[config.mk]
export PLATFORM = sky130hd
export DESIGN_NAME = srt_divider
export DESIGN_NICKNAME = d
export VERILOG_FILES = /design/src/rtl/srt_div_pkg.sv /design/src/rtl/srt_digit_sel.sv /design/src/rtl/srt_csa_step.sv /design/src/rtl/srt_resolve.sv /design/src/rtl/srt_divider.sv
export SDC_FILE = /design/constraint.sdc
export NUM_CORES = 1
export LEC_CHECK = 0
export BUFFER_PORTS_ARGS = -buffer_cell sky130_fd_sc_hd__buf_4
export CORE_AREA = 10 10 160 162
export CTS_CLUSTER_SIZE = 16
export DETAILED_ROUTE_END_ITERATION = 8
export DIE_AREA = 0 0 170 172
export HOLD_SLACK_MARGIN = 0.12
export PLACE_DENSITY = 0.61
export SYNTH_ARGS = -nofsm -noshare
export SYNTH_HDL_FRONTEND = slang
export SYNTH_SLANG_ARGS = --single-unit
[constraint.sdc]
create_clock -name clk -period 10 [get_ports clk]
set_clock_uncertainty 0.15 [all_clocks]
set_input_delay 1 -clock clk [delete_from_list [all_inputs] [get_ports clk]]
set_output_delay 1 -clock clk [all_outputs]
set_load 0.1 [all_outputs]
[src/rtl/srt_div_pkg.sv]
// Shared types for the radix-2 SRT divider.
// Assumes nothing beyond IEEE 1800-2017 packed types.
package srt_div_pkg;

    // Controller phases: idle, iterating, resolving the result.
    typedef enum logic [1:0] {
        ST_IDLE   = 2'd0,
        ST_ITER   = 2'd1,
        ST_FINISH = 2'd2
    } srt_state_e;

    // Signed quotient digit: non0 = digit is +1 or -1, neg = digit is -1.
    typedef struct packed {
        logic non0;
        logic neg;
    } srt_digit_t;

endpackage

[src/rtl/srt_digit_sel.sv]
// Quotient digit selection for radix-2 SRT.
// Adds the truncated top bits of the shifted sum and carry words
// (EST_W bits, two of them fractional, weight of LSB = 1/4) and
// maps the estimate t to a digit: t >= 0 -> +1, t in {-1/4,-1/2} -> 0,
// t <= -3/4 -> -1. Assumes EST_W >= 3 and two's-complement inputs.
module srt_digit_sel
    import srt_div_pkg::*;
#(
    parameter int EST_W = 5
) (
    input  logic [EST_W-1:0] sum_top,
    input  logic [EST_W-1:0] carry_top,
    output srt_digit_t       digit
);

    logic [EST_W-1:0] est;

    // Estimate of the shifted partial remainder, modulo 2^EST_W.
    always_comb begin
        est = sum_top + carry_top;
    end

    // Zero digit only for -1/4 and -1/2: all bits above the LSB are ones.
    always_comb begin
        digit.non0 = ~(&est[EST_W-1:1]);
        digit.neg  = est[EST_W-1];
    end

endmodule

[src/rtl/srt_csa_step.sv]
// One radix-2 SRT iteration on a carry-save partial remainder.
// Inputs are the already shifted sum and carry words (2s). The digit
// selects 0, the divisor, or its complement with a carry-in of one;
// a 3:2 compressor yields the next sum and carry words. Words are
// W+3 bits: three integer bits (weights 4,2,1) and W fraction bits.
module srt_csa_step
    import srt_div_pkg::*;
#(
    parameter int W = 16
) (
    input  logic [W+2:0] sum_sh,
    input  logic [W+2:0] carry_sh,
    input  logic [W-1:0] dvs,
    input  srt_digit_t   digit,
    output logic [W+2:0] sum_nxt,
    output logic [W+2:0] carry_nxt
);

    localparam int L = W + 3;

    logic [L-1:0] dext;
    logic [L-1:0] addend;
    logic         cin;
    logic [L-2:0] maj;

    // Divisor multiple: -1 adds d, +1 adds ~d plus one ulp, 0 adds nothing.
    always_comb begin
        dext   = {3'b000, dvs};
        cin    = digit.non0 & ~digit.neg;
        if (!digit.non0)
            addend = '0;
        else if (digit.neg)
            addend = dext;
        else
            addend = ~dext;
    end

    // 3:2 compression; the empty LSB of the carry word takes the carry-in.
    always_comb begin
        sum_nxt   = sum_sh ^ carry_sh ^ addend;
        maj       = (sum_sh[L-2:0] & carry_sh[L-2:0])
                  | (sum_sh[L-2:0] & addend[L-2:0])
                  | (carry_sh[L-2:0] & addend[L-2:0]);
        carry_nxt = {maj, cin};
    end

endmodule

[src/rtl/srt_resolve.sv]
// Final conversion after the last iteration.
// Adds sum and carry words to get the signed remainder; if negative,
// adds the divisor back and subtracts one ulp from the quotient.
// Quotient = positive digit word - negative digit word - correction.
// Assumes the remainder lies in [-d, d), so the corrected value fits W bits.
module srt_resolve #(
    parameter int W = 16
) (
    input  logic [W+2:0] sum_w,
    input  logic [W+2:0] carry_w,
    input  logic [W-1:0] dvs,
    input  logic [W-1:0] pos_w,
    input  logic [W-1:0] neg_w,
    output logic [W-1:0] quo,
    output logic [W-1:0] rem
);

    localparam int L = W + 3;

    logic [L-1:0] rsum;
    logic         rneg;
    logic [1:0]   hi_unused;

    // Carry-propagate addition of the redundant remainder.
    always_comb begin
        rsum      = sum_w + carry_w;
        rneg      = rsum[L-1];
        hi_unused = rsum[L-2:W];
    end

    // Sign correction of remainder and quotient.
    always_comb begin
        rem = rneg ? (rsum[W-1:0] + dvs) : rsum[W-1:0];
        quo = pos_w - neg_w - {{(W-1){1'b0}}, rneg};
    end

endmodule

[src/rtl/srt_divider.sv]
// Radix-2 SRT fractional divider, one quotient digit per clock.
// Accepts start only when idle, runs W iterations on a carry-save
// remainder, resolves in one more cycle and pulses done.
// Assumes divisor[W-1] = 1 and dividend < divisor; W >= 3.
module srt_divider
    import srt_div_pkg::*;
#(
    parameter int W = 16
) (
    input  logic         clk,
    input  logic         rst_n,
    input  logic         start,
    input  logic [W-1:0] dividend,
    input  logic [W-1:0] divisor,
    output logic         done,
    output logic [W-1:0] quotient,
    output logic [W-1:0] remainder
);

    localparam int L     = W + 3;
    localparam int EST_W = 5;
    localparam int CNT_W = $clog2(W);
    localparam logic [CNT_W-1:0] LAST = CNT_W'(W - 1);

    srt_state_e     state_q;
    logic [L-1:0]   sum_q;
    logic [L-1:0]   carry_q;
    logic [W-1:0]   pos_q;
    logic [W-1:0]   neg_q;
    logic [W-1:0]   dvs_q;
    logic [CNT_W-1:0] cnt_q;

    logic [L-1:0]   sum_sh;
    logic [L-1:0]   carry_sh;
    logic [L-1:0]   sum_nxt;
    logic [L-1:0]   carry_nxt;
    srt_digit_t     digit;
    logic [W-1:0]   quo_fin;
    logic [W-1:0]   rem_fin;

    // Doubling of the partial remainder: left shift of both words.
    always_comb begin
        sum_sh   = {sum_q[L-2:0], 1'b0};
        carry_sh = {carry_q[L-2:0], 1'b0};
    end

    srt_digit_sel #(.EST_W(EST_W)) u_sel (
        .sum_top   (sum_sh[L-1 -: EST_W]),
        .carry_top (carry_sh[L-1 -: EST_W]),
        .digit     (digit)
    );

    srt_csa_step #(.W(W)) u_step (
        .sum_sh    (sum_sh),
        .carry_sh  (carry_sh),
        .dvs       (dvs_q),
        .digit     (digit),
        .sum_nxt   (sum_nxt),
        .carry_nxt (carry_nxt)
    );

    srt_resolve #(.W(W)) u_res (
        .sum_w   (sum_q),
        .carry_w (carry_q),
        .dvs     (dvs_q),
        .pos_w   (pos_q),
        .neg_w   (neg_q),
        .quo     (quo_fin),
        .rem     (rem_fin)
    );

    // Controller, remainder and digit registers, and result outputs.
    always_ff @(posedge clk) begin
        if (!rst_n) begin
            state_q   <= ST_IDLE;
            sum_q     <= '0;
            carry_q   <= '0;
            pos_q     <= '0;
            neg_q     <= '0;
            dvs_q     <= '0;
            cnt_q     <= '0;
            done      <= 1'b0;
            quotient  <= '0;
            remainder <= '0;
        end else begin
            done <= 1'b0;
            case (state_q)
                ST_IDLE: begin
                    if (start) begin
                        sum_q   <= {3'b000, dividend};
                        carry_q <= '0;
                        pos_q   <= '0;
                        neg_q   <= '0;
                        dvs_q   <= divisor;
                        cnt_q   <= '0;
                        state_q <= ST_ITER;
                    end
                end
                ST_ITER: begin
                    sum_q   <= sum_nxt;
                    carry_q <= carry_nxt;
                    pos_q   <= {pos_q[W-2:0], digit.non0 & ~digit.neg};
                    neg_q   <= {neg_q[W-2:0], digit.non0 & digit.neg};
                    cnt_q   <= cnt_q + 1'b1;
                    if (cnt_q == LAST)
                        state_q <= ST_FINISH;
                end
                ST_FINISH: begin
                    quotient  <= quo_fin;
                    remainder <= rem_fin;
                    done      <= 1'b1;
                    state_q   <= ST_IDLE;
                end
                default: state_q <= ST_IDLE;
            endcase
        end
    end

endmodule

==> results.txt <==
- Status: finished clean
- The total count of max-transition violations in the final report came to 0.
- Number of hold buffers added after CTS: 0
- Standard-cell row count: 55
- In the routed design, unresolved DRC markers number 0.
- The first global-routing pass estimated 33.01 mm of wire.
- Data required time of the worst path: 10160 ps
- In the synthesized netlist the dominant register cell turns out to be dfxtp_1.
- The via count of the first global-routing pass came to 6301.
* Most frequent cell on the critical path: ha_1
- Counting instances, the worst hold path has a depth of 2.
- WS Path Type: flip-flop to flip-flop
* Hold Path Sink: pos_q[3]
* Instance count of the mapped netlist: 924
* Antenna violations before repair: 0
* DR iter-0 viols: 444
* Pin slew with the least headroom to its limit: 1116 ps
* Final routed wire length divided by cell count: 16.08 µm
- The endpoint identified for the worst register-to-register timing path is quotient[15].
- Share of the synthesized area in the top cell type: 31.82%
* Synth async-reset ratio: 0%
- Counting cells, the worst reg-to-reg path comes to 15.
- The final hold violation count was 0.
* Distinct cells, synth: 68
* Overflow left after global routing: 0
* Nets in the synthesized netlist: 1042
* Mean Syn Cell Area: 8.374 µm²
* Number of enable-type register cells in the synthesized netlist: 0
* # Post-CTS Setup Buffers: 0
* Cell leakage power: 0.004016 µW
- Kind of start point of the critical path: flip-flop
- Quantity of gates resized following cts: 0
* Peak fanout along the critical path: 18
- Post-Synthesis Cell Area: 7737 µm²
- CP endpoint kind: flip-flop
- For this run, the share of the core covered by cells in the final layout is 40.22%.
- Launch instance of the worst min-delay path: pos_q[3]
- At the end of routability-driven placement, the weighted congestion stood at 0.8801.
- Cell area power density: 160.6 nW/µm²
- The clock reaches the later pin of the worst-skew pair after 430 ps.
- Reg-to-reg slack, setup: 4860 ps
- Worst hold-check path type: flip-flop to flip-flop
- The die covers 29240 µm².
* First-pass iteration count of the detailed router: 5
- Number of antenna-violating nets in the routed design: 0
* Maximum clock path buffer count: 2
* Ordered cell list for the critical path: ha_1 > and3_1 > a221oi_2 > o21ai_2 > o221ai_1 > nand3_2 > fa_1 > inv_1 > ha_1 > o21ai_0 > nand3b_1 > a2111oi_0 > o31a_2 > nor4_1 > o311a_1
* Pin count of the biggest net entering global routing: 87
* Antenna diode count: 0
* Count of H-tree levels built during CTS: 4
- Root cell of the clock tree: clkbuf_16
* Boundary pin count: 68
- Headroom to the max-slew limit came out at 25.63%.
* Net count reported at finish: 1086
- Num Clock Sinks: 123
- Seq/Total Area, Yosys: 31.82%
- The number of placed instances, taps included, is 1234.
- Half-perimeter wire length of the detailed placement result: 14.75 mm
- Setup total negative slack on the finished layout was measured at 0 ps.
- Clock transition time at the flip-flop clock pins of the worst setup and hold paths: 60 ps
- Yosys synthesis warning count: 0
- Counting both buffers and inverters, the worst setup path holds a total of 1.
* Total vias in the final route: 6655
- Reg2Reg Launch Point: sum_q[3]
- The routed design has 20.36 mm of wire.
- Detailed-route vias per instance: 5.257
- In the finished design, the share of the clock period the worst path needs comes to 51.37%.
* Total design power: 1445 µW
- Post-synth top area cell: dfxtp_1
* Critical path arrival: 5300 ps
- Counting the buffers created by CTS gives 17.
- Post-place instance area: 8442 µm²
* Final min period: 5137 ps
- Starting utilization of the core area: 34.60%
* Area Overhead vs Synth: 16.27%
* Max stage delay cell, worst path: fa_1
* Fraction of final layout cells sized beyond drive strength 1: 12.64%
- For this run, the slowest stage of the critical path takes 730 ps.
* Total setup violations reported at the end of the flow: 0
- Finished layout cell area: 8996 µm²
- Worst ir drop on vdd: 106.6 µV
- Number of flip-flops and latches in the synthesized netlist: 123
* Die W: 170 µm
* TritonCTS clock tree: done
- Floorplan Core Area: 22370 µm²
- Number of port buffers: 67
* Cell types with the highest counts after synthesis: nand2_1, dfxtp_1, o21ai_0
- Floorplan die height: 172 µm
- Maximum clock frequency: 194.7 MHz
- The tool flagged a number of max-cap violations equal to 0.
* Synth top area cells: dfxtp_1, ha_1, nand2_1
- Unrepaired setup endpoints after global routing: false
- Leaving out filler cells and counting taps, the final layout contains 1266.
- Global routing used 14.20% of the available tracks across all layers.
* Cell with the most instances after synthesis: nand2_1
- Family with the most delay on the worst path: compound AO/OA/AOI/OAI gates
-- state kept, by name (all words and copies together), names as in the netlist --
register and cells:
sum_q 19, carry_q 17, dvs_q 16, neg_q 16, pos_q 16, quotient 16
remainder 16, cnt_q 4, state_q 2, done 1
-- through the flow --
stage               hold slack (ps)  setup slack [ps]
detailed placement            295.6              4874
CTS                           308.4              4848
floorplan                     275.0              5612
global route                  343.2              4452
finish                        301.6              4863
global placement              284.8              4892
-- layer usage --
layer  vias up  wire [µm]  global-route usage [%]
met5         -          0                       0
met4         0        253                   3.814
met3        17        867                   3.352
met2       129       9719                   24.05
met1      3157       9517                   17.67
li1       3352          -                       -
-- cells by family (layout without fill, tap and decap cells) --
logic type	count (synthesis)	after routing	share of synthesized area, %
buffers and inverters	106	163	5.482
DFF	123	123	31.82
xor gates and xnor gates	35	35	4.059
muxes	14	14	1.827
and+or+nand+nor	286	286	17.00
AOI/OAI and AO/OA	277	277	24.45
adders and majority gates	83	83	15.36
-- report_power, final --
part	switching (µW)	internal, µW	total [µW]	leakage (µW)
Sequential	21.1	508	529	0.000999
Clock	241	341	582	0.000254
Combinational	196	137	334	0.00276
-- worst max path at each step --
stage                         from           end  cells past startpoint
after floorplan           sum_q[0]  quotient[15]                     18
after global placement    sum_q[0]  quotient[15]                     16
after detailed placement  pos_q[0]  quotient[15]                     16
after CTS                 sum_q[5]  quotient[15]                     15
after global routing      sum_q[0]  quotient[13]                     17
final                     sum_q[3]  quotient[15]                     15
-- worst register-to-register path: cells and delay by family, from the launching register on --
kind | cells | cell delay (ps)
compound gates | 7 | 2250
fa+ha+maj | 3 | 1270
simple gates | 4 | 970
flops | 1 | 340
buf+inv | 1 | 50
-- area by class of cell --
cell class | instances | area, µm²
multi-input cells | 695 | 4857
repair buffers | 73 | 548.0
well taps | 285 | 356.6
clock inverters | 14 | 125.1
clock buffers | 18 | 429.2
inverters | 58 | 217.7
flip-flops and latches | 123 | 2462
fillers | 2273 | 13370
-- cell usage in the layout (no fill, tap or decap), types with 6 or more instances in the layout --
cell / netlist / final
nor2_1: 44 / 44
ha_1: 63 / 63
and2_1: 9 / 9
nand2_1: 125 / 125
xnor2_1: 19 / 19
nand3_1: 46 / 46
o21a_1: 7 / 7
xor2_1: 15 / 15
buf_4: 0 / 73
inv_1: 58 / 58
nor2b_1: 8 / 7
nor3_1: 10 / 10
a21oi_1: 61 / 61
clkbuf_16: 0 / 17
mux2i_1: 13 / 13
fa_1: 20 / 20
a22o_1: 22 / 22
a21o_1: 17 / 17
a21boi_0: 34 / 34
o211a_1: 18 / 18
and3_1: 9 / 8
o21ai_0: 65 / 65
nand2b_1: 10 / 9
nand4_1: 6 / 6
a211oi_1: 6 / 6
clkinvlp_4: 0 / 6
dfxtp_1: 123 / 123
Power figures use the tool's default switching activity.
